### src/rtl/wide_to_narrow_reg_bridge.sv
module wide_to_narrow_reg_bridge #(
  parameter int UP_AW = 4,
  parameter int NW    = 32,
  localparam int NB   = NW / 8,
  localparam int WW   = 2 * NW,
  localparam int WB   = 2 * NB
) (
  input  logic             clk,
  input  logic             rst_n,
  input  logic [UP_AW-1:0] up_addr,
  input  logic             up_read,
  input  logic             up_write,
  input  logic [WB-1:0]    up_be,
  input  logic [WW-1:0]    up_wdata,
  output logic [WW-1:0]    up_rdata,
  output logic             up_waitreq,
  output logic [UP_AW:0]   dn_addr,
  output logic             dn_read,
  output logic             dn_write,
  output logic [NB-1:0]    dn_be,
  output logic [NW-1:0]    dn_wdata,
  input  logic [NW-1:0]    dn_rdata,
  input  logic             dn_waitreq
);

  typedef enum logic [1:0] {S_IDLE, S_LO, S_HI, S_DONE} state_t;

  state_t        st;
  logic [NW-1:0] lo_q, hi_q;

  wire req     = up_read | up_write;
  wire need_lo = |up_be[NB-1:0];
  wire need_hi = |up_be[WB-1:NB];
  wire on_hi   = (st == S_HI);
  wire busy    = (st == S_LO) | on_hi;

  assign dn_read    = busy & up_read;
  assign dn_write   = busy & up_write & ~up_read;
  assign dn_addr    = {up_addr, on_hi};
  assign dn_be      = on_hi ? up_be[WB-1:NB] : up_be[NB-1:0];
  assign dn_wdata   = on_hi ? up_wdata[WW-1:NW] : up_wdata[NW-1:0];
  assign up_waitreq = req & (st != S_DONE);
  assign up_rdata   = {hi_q, lo_q};

  always_ff @(posedge clk) begin
    if (!rst_n) begin
      st   <= S_IDLE;
      lo_q <= '0;
      hi_q <= '0;
    end else begin
      case (st)
        S_IDLE: if (req) begin
          lo_q <= '0;
          hi_q <= '0;
          st   <= need_lo ? S_LO : (need_hi ? S_HI : S_DONE);
        end
        S_LO: if (!dn_waitreq) begin
          if (up_read) lo_q <= dn_rdata;
          st <= need_hi ? S_HI : S_DONE;
        end
        S_HI: if (!dn_waitreq) begin
          if (up_read) hi_q <= dn_rdata;
          st <= S_DONE;
        end
        default: st <= S_IDLE;
      endcase
    end
  end

endmodule


### config.mk
export PLATFORM = sky130hd
export DESIGN_NAME = wide_to_narrow_reg_bridge
export DESIGN_NICKNAME = d
export VERILOG_FILES = /design/src/rtl/wide_to_narrow_reg_bridge.sv
export SDC_FILE = /design/constraint.sdc
export NUM_CORES = 1
export LEC_CHECK = 0
export ABC_AREA = 1
export BUFFER_PORTS_ARGS = -buffer_cell sky130_fd_sc_hd__buf_2
export CORE_MARGIN = 2
export CORE_UTILIZATION = 28
export CTS_BUF_LIST = sky130_fd_sc_hd__clkbuf_2 sky130_fd_sc_hd__clkbuf_4 sky130_fd_sc_hd__clkbuf_8
export DETAILED_ROUTE_END_ITERATION = 7
export REMOVE_ABC_BUFFERS = 1
export SLEW_MARGIN = 30
export SYNTH_ARGS = -nofsm -noshare
export SYNTH_HDL_FRONTEND = slang
export SYNTH_SLANG_ARGS = --single-unit
### constraint.sdc
create_clock -name clk -period 2 [get_ports clk]
set_input_delay 0.5 -clock clk [delete_from_list [all_inputs] [get_ports clk]]
set_output_delay 0.5 -clock clk [all_outputs]
set_load 0.02 [all_outputs]
==> results of run 1 <==
[critical path, stage by stage (launching register included)]
cell	delay [ps]
dfxtp_4	360
inv_4	60
ha_4	220
inv_8	70
clkbuf_16	170
nand2_1	60
nand2_1	70
buf_6	130
[area by class of cell]
type | instances | area, µm² | share of cell area
timing repair buffer | 239 | 1620 | 0.284
tap | 176 | 220 | 0.0386
antenna | 3 | 7.51 | 0.00132
multi-input combinational | 398 | 2020 | 0.354
inverter | 74 | 288 | 0.0504
clock buffer | 10 | 131 | 0.0230
clock inverter | 6 | 91.3 | 0.0160
sequential | 66 | 1330 | 0.233
[synth_stat cells (5+ instances only)]
library cell,instances,share of area
buf_4,9,0.018
dfxtp_1,66,0.35
nor2_1,5,0.0050
buf_2,25,0.033
clkbuf_1,10,0.0099
nand2_1,242,0.24
ha_1,5,0.017
nand2_2,5,0.0083
buf_6,7,0.021
nand4_1,64,0.11
a21oi_1,67,0.089
inv_1,71,0.071
[where the power goes]
| part | leakage [nW] | switching, mW | total, mW | internal (mW) |
|---|---|---|---|---|
| Sequential | 0.535 | 0.113 | 1.64 | 1.53 |
| Combinational | 2.47 | 3.20 | 5.08 | 1.88 |
| Clock | 0.102 | 0.563 | 1.28 | 0.718 |
[worst max path at each step]
| stage | slack [ps] | depth (start not counted) | start | end |
|---|---|---|---|---|
| floorplan | -1400 | 6 | st[0] | hi_q[0] |
| global placement | 130 | 8 | st[0] | hi_q[9] |
| detailed placement | 50 | 8 | st[0] | hi_q[12] |
| CTS | -10 | 7 | st[0] | dn_wdata[10] |
| global route | -60 | 7 | st[0] | dn_wdata[11] |
| finish | 2 | 7 | st[0] | dn_be[2] |
[sequential cells by signal, indices dropped and copies added (netlist names)]
name  cells
hi_q     32
lo_q     32
st        2
[layer usage]
layer	GRT usage	part of all wire	vias up
li1	-	-	2261
met1	0.223	0.40	2047
met2	0.368	0.51	172
met3	0.0519	0.066	32
met4	0.0801	0.029	0
met5	0	0	-
[kinds of logic after synthesis]
group / count (synthesis)
AND/OR/NAND/NOR: 323
buffers and inverters: 126
AO/OA/AOI/OAI: 70
flip-flops: 66
adder cells (fa/ha/maj): 5
[placed cells by master (no fill, tap or decap), types with 3 or more instances in the layout]
cell        netlist  layout
nand2_1         242     193
buf_2            25     175
inv_1            71      69
a21oi_1          67      67
nand4_1          64      64
dfxtp_1          66      64
nand2_2           5      51
buf_6             7      36
buf_4             9      19
clkbuf_8          0       9
nor2_1            5       5
buf_12            0       5
diode_2           0       3
nand2_4           0       3
inv_2             3       3
ha_1              5       3
clkinvlp_4        0       3
[repair_timing]
item | 4_1_cts | 5_1_grt
pin swaps | 2 | 2
setup buffers | 5 | 1
endpoints found under the setup margin | 38 | 36
gates cloned | 3 | 1
gates resized for setup | 71 | 73
==> run summary, run 1 <==
Num CTS Buffers: 9
Status: finished clean
HP Start: lo_q[19]
Ys async rst share: 0
Drt total wl: 14,600 µm
Yosys reg bits: 66
CTS tree: done
Period utilization: 0.999
Port bufs: 212
Fin Clk Skew: 11.2 ps
Dpl cells: 945
Worst hold path type: flip-flop to flip-flop
Worst reg2reg path depth: 7
Main combinational cell family by area after synthesis: simple AND/OR/NAND/NOR gates
Die area: 14,400 µm²
F_max: 501 MHz
Num ports: 221
Cell Pwr Density: 1400 nW/µm²
Initial antenna violation count: 3
Worst-Margin Slew: 446 ps
Initial core utilization: 0.287
Share of post-route cells with drive strength above 1: 0.410
Crit end category: output port
First-pass GRT wire length: 22,800 µm
Post-synthesis compound-gate area fraction: 0.0986
Synth Area in Simple Gates: 0.378
Routed vias/inst: 4.64
Setup violations, final: 0
Gpl congestion: 0.821
Hold buffers post-CTS: 0
H-tree depth: 3
Row cnt: 42
Predominant post-synthesis flop cell: dfxtp_1
Area grow syn2layout: 51.0%
Place WS: 53.9 ps
Filler cells: 1,410
GR Overflow Total: 0
GRT Overall Usage: 0.202
Die Span X: 120 µm
TritonRoute pass-1 iters: 4
Fin crit period: 2000 ps
Clock latency on the worst-skew pair: 340 ps
Chip height: 120 µm
Hold Slack: 459 ps
Adder-cell share of the synthesized area: 0.0166
Post-route cell area: 5710 µm²
Pwr Total: 8.00 mW
Slew HR: 0.703
Hold path depth: 2
Initial drt markers: 167
Unrepaired setup endpoints after global routing: yes
XOR/XNOR Fraction of Synth Area: 0
Nets: 906
Flop2flop setup slack: 170 ps
Max_cap viols: 0
Routed Antenna Nets: 0
Hpwl dp: 10,000 µm
Post-synth EDFFs: 0
RR Endpoint: hi_q[26]
Setup_tns: 0 ps
Final Hold Violating Endpoints: 0
Crit start category: flip-flop
Leakage: 3.11 nW
RR Startpoint: st[0]
Vias in the first global route: 4,488
Peak supply drop: 920 µV
Post-synth cell types: 20
Cell count after synthesis: 590
Warnings from Yosys: 0
Reg clk slew, reported paths: 80 ps
Clock root cell: clkbuf_8
Clock Path Buffers: 2
DRC viols: 0
CORE AREA: 13,200 µm²
Drt wl/cell: 15.0 µm
Critical path type: flip-flop to output port
Netlist Area Pre-Place: 3780 µm²
Final Worst Setup Slack: 2.14 ps
WP data required: 1500 ps
Multiplexer share of the synthesized area: 0
CTS Sinks: 66
Register area share after synthesis: 0.350
Pins Over Slew Limit: 0
Pin count of the biggest net entering global routing: 67
Crit path DAT: 1500 ps
Placed inst area: 4940 µm²
Via count: 4,512
Syn_area_per_cell: 6.41 µm²
Crit-path max FO: 9
Non-filler instance count after layout: 972
Final Core Density: 0.433
Worst Hold Path EP: lo_q[19]
(Power assumes the default switching activity.)
==> run 2: changes to the inputs <==
==> constraint.sdc (replaced) <==
create_clock -name clk -period 2 [get_ports clk]
set_input_delay 0.2 -clock clk [delete_from_list [all_inputs] [get_ports clk]]
set_output_delay 0.2 -clock clk [all_outputs]
set_load 0.02 [all_outputs]
==> run 2 against run 1 <==
Against the previous run:
- die area is the same
- flip-flop and latch count is the same
- worst hold slack lost 250 ps
- combinational power shrank 18%
- highest routed layer unchanged
- via count shrank 2.0%
- worst setup slack gained 100 ps
- clock skew is essentially flat
- non-clock buffer count shrank 8
- final area shrank 9.8%
- register-to-register slack gained 20 ps
- cell count shrank 0.93%
- core utilization shrank 4.2 points
==> run summary, run 2 (synthesized netlist as in run 1, its figures left out) <==
RR Startpoint: st[0]
Vias in the first global route: 4,222 (-5.9%)
Slew HR: 0.697 (-0.00536)
Initial core utilization: 0.287 (unchanged)
WP data required: 1800 ps (+300 ps)
Setup violations, final: 0 (unchanged)
Leakage: 2.95 nW (-5.1%)
Routed Antenna Nets: 0 (unchanged)
TritonRoute pass-1 iters: 4 (unchanged)
Cell Pwr Density: 1350 nW/µm² (-4.1%)
Num CTS Buffers: 9 (unchanged)
Final Hold Violating Endpoints: 0 (unchanged)
Sequential Power Share: 0.238 (+0.033)
Chip height: 120 µm (unchanged)
Nets: 898 (-0.88%)
CTS Sinks: 66 (unchanged)
Crit-path cells: inv_1 -> ha_4 -> inv_2 -> buf_12 -> nand2_1 -> nand2_1 -> buf_2
GRT Overall Usage: 0.191 (-0.0111)
Routed vias/inst: 4.59 (-1.1%)
Drt wl/cell: 14.3 µm (-5.0%)
Power Internal: 3.39 mW (-18%)
Port bufs: 212 (unchanged)
Fin crit period: 1890 ps (-104 ps)
Worst-Margin Slew: 454 ps (+8.04 ps)
Placed inst area: 4930 µm² (-0.25%)
Share of post-route cells with drive strength above 1: 0.335 (-0.0744)
Commonest non-fill, non-tap cell in the layout: nand2_1
Worst Setup SP: st[0]
RR Endpoint: hi_q[7]
Hpwl dp: 9990 µm (-0.19%)
Clock root cell: clkbuf_8
Peak supply drop: 763 µV (-17%)
Critical path buffers and inverters: 4 (unchanged)
Clock latency on the worst-skew pair: 340 ps (about the same)
Num ports: 221 (unchanged)
Most frequent cells in the layout: nand2_1 (242), buf_2 (212), inv_1 (70)
Pwr Total: 6.93 mW (-13%)
Critical Path Most Common Cell: nand2_1
Initial drt markers: 294 (+76%)
Sw frac: 0.511 (+0.0271)
Initial antenna violation count: 3 (unchanged)
Worst reg2reg path depth: 6 (-1)
Slowest stage delay, CP: 400 ps (+40 ps)
H-tree depth: 3 (unchanged)
Crit start category: flip-flop
Area of the multi-input gates: 1880 µm² (-7.1%)
Via count: 4,421 (-2.0%)
Critical path depth: 7 (unchanged)
CTS tree: done
Largest regs: hi_q (32), lo_q (32), st (2)
Max_cap viols: 0 (unchanged)
Gpl congestion: 0.824 (+0.44%)
Fin Clk Skew: 11.6 ps (+0.363 ps)
Filler cells: 1,485 (+5.3%)
Period utilization: 0.947 (-0.0520)
Slowest CP cell: dfxtp_1
Die Span X: 120 µm (unchanged)
Final Core Density: 0.390 (-0.0424)
Post-route cell area: 5150 µm² (-9.8%)
CORE AREA: 13,200 µm² (unchanged)
Crit end category: output port
Crit path DAT: 1690 ps (+190 ps)
Worst hold path type: input pin to flip-flop
GR Overflow Total: 0 (unchanged)
Switch Pwr: 3.54 mW (-8.6%)
Area grow syn2layout: 36.2%
Row cnt: 42 (unchanged)
Die area: 14,400 µm² (unchanged)
Pins Over Slew Limit: 0 (unchanged)
CP delay by family, top: buffers and inverters
Flop2flop setup slack: 190 ps (+20 ps)
DRC viols: 0 (unchanged)
Reg clk slew, reported paths: 80 ps (about the same)
CP endpoint: dn_wdata[6]
Clock power frac: 0.159 (about the same)
Drt total wl: 13,800 µm (-5.9%)
F_max: 528 MHz (+5.5%)
First-pass GRT wire length: 21,700 µm (-5.0%)
Clock Path Buffers: 2 (unchanged)
Crit-path max FO: 37 (+28)
Status: finished clean
Comb power frac: 0.603 (-0.032)
Critical path type: flip-flop to output port
Seq. cell area: 1320 µm² (-0.56%)
Pin count of the biggest net entering global routing: 67 (unchanged)
-- run 2: per-layer routing --
metal | vias to the layer above | global-route usage | wire length, µm
li1 | 2252 | - | -
met1 | 1989 | 0.216 | 5520
met2 | 168 | 0.350 | 7130
met3 | 12 | 0.0373 | 909
met4 | 0 | 0.0743 | 202
met5 | - | 0 | 0
-- run 2: power groups by stage --
| stage | sequential, mW | clock, mW | combinational [mW] |
|---|---|---|---|
| 3_3_place_gp | 1.67 | 0 | 4.21 |
| 4_1_cts | 1.64 | 1.16 | 4.23 |
| 6_report | 1.65 | 1.10 | 4.18 |
| 5_1_grt | 1.67 | 1.20 | 4.66 |
| 2_1_floorplan | 1.88 | 0 | 2.30 |
| 3_5_place_dp | 1.67 | 0 | 4.20 |
-- run 2: per-stage QoR --
step	cells	TNS, ps	hold slack (ps)	setup slack, ps
6_report	963	0	210	106
5_1_grt	963	-9.65	219	-7.54
4_1_cts	960	0	182	8.53
3_5_place_dp	945	0	400	151
3_3_place_gp	945	0	400	215
2_1_floorplan	538	-96630	400	-1400
-- run 2: worst min path at each step --
stage                       from    endpoint  cells after the start
floorplan             up_addr[0]  dn_addr[1]                      0
global placement      up_addr[2]  dn_addr[3]                      0
detailed placement    up_addr[2]  dn_addr[3]                      0
CTS                 dn_rdata[10]    hi_q[10]                      5
global route         dn_rdata[2]     hi_q[2]                      5
finish              dn_rdata[10]    hi_q[10]                      5
-- run 2: repair_timing --
action / in CTS / in global routing
gates resized for setup: 2 / 1
setup endpoints to repair: 21 / 18
buffers inserted: 0 / 0
hold buffers: 0 / 0
-- run 2: layout make-up --
type / count / share of cell area
Tap cell: 176 / 0.0428
Sequential cell: 66 / 0.257
Multi-Input combinational cell: 398 / 0.365
Timing Repair Buffer: 231 / 0.243
Antenna cell: 3 / 0.00146
Clock buffer: 14 / 0.0362
Clock inverter: 1 / 0.00146
Inverter: 74 / 0.0539
-- run 2: tightest hold or removal path, delay by kind of cell --
kind	cells	cell delay (ps)
simple gates	2	120
buf+inv	2	130
compound gates	1	60
==> run 3: changes to the inputs <==
CELL_PAD_IN_SITES_DETAIL_PLACEMENT = 0   (was default)
CELL_PAD_IN_SITES_GLOBAL_PLACEMENT = 1   (was default)
MAX_ROUTING_LAYER = met4   (was default)
PLACE_DENSITY_LB_ADDON = 0.1   (was default)
==> run 3 against run 2 <==
Against the previous run:
- clock power grew 5%
- global-route usage rose by 0.89 points
- worst hold slack got worse by 6.5 ps
- register-to-register slack improved by 20 ps
- first-iteration DRC count fell by 30%
- clock skew hardly changed
- cell count fell by 0.31%
- core utilization down 0.10 points
==> run summary, run 3 (synthesized netlist as in run 1, its figures left out) <==
Status: finished clean
Post-CTS setup buffer count: 0 (unchanged)
CTS Sinks: 66 (unchanged)
Critical path buffers and inverters: 4 (unchanged)
Num CTS Buffers: 9 (unchanged)
Setup_tns: 0 ps (unchanged)
Area of the multi-input gates: 1880 µm² (unchanged)
Unrepaired setup endpoints after global routing: no
Cell Pwr Density: 1360 nW/µm² (+1.1%)
Non-filler instance count after layout: 960 (-0.31%)
Initial core utilization: 0.287 (unchanged)
Row cnt: 42 (unchanged)
Reg clk slew, reported paths: 80 ps (about the same)
Area grow syn2layout: 35.8%
Critical path type: flip-flop to output port
RR Startpoint: st[0]
Clock root cell: clkbuf_8
Crit start category: flip-flop
Nets: 897 (-0.11%)
Drt wl/cell: 14.7 µm (+3.0%)
Most frequent cells in the layout: nand2_1 (242), buf_2 (212), inv_1 (70)
Worst reg2reg path depth: 7 (+1)
TritonRoute pass-1 iters: 4 (unchanged)
Die area: 14,400 µm² (unchanged)
CP delay by family, top: buffers and inverters
Pin count of the biggest net entering global routing: 67 (unchanged)
GR Overflow Total: 0 (unchanged)
Gpl congestion: 0.811 (-1.6%)
Final Hold Violating Endpoints: 0 (unchanged)
CTS tree: done
Clock Path Buffers: 2 (unchanged)
Peak supply drop: 627 µV (-18%)
Via count: 4,372 (-1.1%)
RR Endpoint: lo_q[2]
CORE AREA: 13,200 µm² (unchanged)
Max_cap viols: 0 (unchanged)
Crit-path max FO: 30 (-19%)
Initial antenna violation count: 1 (-2)
Drt total wl: 14,100 µm (+2.7%)
Crit-path cells: inv_1 -> ha_4 -> inv_4 -> buf_12 -> nand2_1 -> nand2_1 -> buf_2
Hold path depth: 5 (unchanged)
Die Span X: 120 µm (unchanged)
Fin crit period: 1860 ps (-30.2 ps)
H-tree depth: 3 (unchanged)
Crit path DAT: 1660 ps (-30 ps)
DRC viols: 0 (unchanged)
Slew HR: 0.711 (+0.0138)
Met3 Usage GRT: 0.0642 (+0.0269)
Chip height: 120 µm (unchanged)
Port bufs: 212 (unchanged)
Grt met2 use: 0.323 (-0.0273)
Setup violations, final: 0 (unchanged)
Commonest non-fill, non-tap cell in the layout: nand2_1
First-pass GRT wire length: 22,200 µm (+2.4%)
Clock latency on the worst-skew pair: 360 ps (+20 ps)
Filler cells: 1,461 (-1.6%)
GRT Overall Usage: 0.200 (+0.00894)
Crit end category: output port
F_max: 537 MHz (+1.6%)
Fin Clk Skew: 11.3 ps (-0.229 ps)
Worst hold path type: input pin to flip-flop
Seq. cell area: 1320 µm² (about the same)
Worst-Margin Slew: 433 ps (-20.7 ps)
Leakage: 2.95 nW (about the same)
Final Core Density: 0.389 (-0.00104)
Slowest CP cell: dfxtp_2
Gr busiest metal: met2
Initial drt markers: 205 (-30%)
HP Start: dn_rdata[12]
Largest regs: hi_q (32), lo_q (32), st (2)
Flop2flop setup slack: 210 ps (+20 ps)
Slowest stage delay, CP: 380 ps (-20 ps)
Routed vias/inst: 4.55 (-0.80%)
Share of post-route cells with drive strength above 1: 0.336 (+0.000428)
Met1 global-route usage: 0.248 (+0.0316)
Worst Hold Path EP: hi_q[12]
Pins Over Slew Limit: 0 (unchanged)
Num ports: 221 (unchanged)
Routed Antenna Nets: 0 (unchanged)
Pwr Total: 6.98 mW (+0.81%)
Vias in the first global route: 4,155 (-1.6%)
Hpwl dp: 10,100 µm (+1.2%)
Period utilization: 0.932 (-0.0151)
WP data required: 1800 ps (about the same)
Critical Path Most Common Cell: nand2_1
Dpl cells: 944 (-0.11%)
[run 3: through the flow]
stage               instance area [µm²]  hold WS (ps)  setup WS, ps
finish                             5130           203           136
global route                       5130           199          11.6
CTS                                5120           191          28.2
detailed placement                 4920           400           232
global placement                   4920           400           287
floorplan                          3460           400         -1400
[run 3: where the power goes]
part | internal [mW] | switching (mW)
Sequential | 1.52 | 0.128
Clock | 0.628 | 0.532
Combinational | 1.28 | 2.90
[run 3: worst max path at each step]
stage / to / cells past startpoint / from / slack (ps)
finish: dn_wdata[5] / 7 / st[0] / 140
CTS: dn_wdata[5] / 7 / st[0] / 30
detailed placement: hi_q[4] / 6 / st[0] / 230
floorplan: hi_q[0] / 6 / st[0] / -1400
global placement: hi_q[13] / 7 / st[0] / 290
global route: dn_write / 5 / st[1] / 10
[run 3: tightest hold or removal path, cell delays in order]
cell     delay (ps)
buf_2           110
nand2_1          50
inv_1            30
nand4_1          70
a21oi_1          60
[run 3: what timing repair did]
action,in CTS,in global routing
endpoints found under the setup margin,32,32
hold buffers,0,0
gates resized for setup,2,2
[run 3: layout make-up]
cell class,count,area share
Sequential cell,66,0.258
Inverter,74,0.0546
Clock buffer,12,0.0297
Timing Repair Buffer,230,0.241
Antenna cell,1,0.000487
Clock inverter,3,0.00780
Tap cell,176,0.0429
Multi-Input combinational cell,398,0.366
[run 3: per-layer routing]
layer,wire length (µm),vias up
li1,-,2238
met1,6210,2013
met2,6840,111
met3,991,10
met4,88,0
met5,0,-
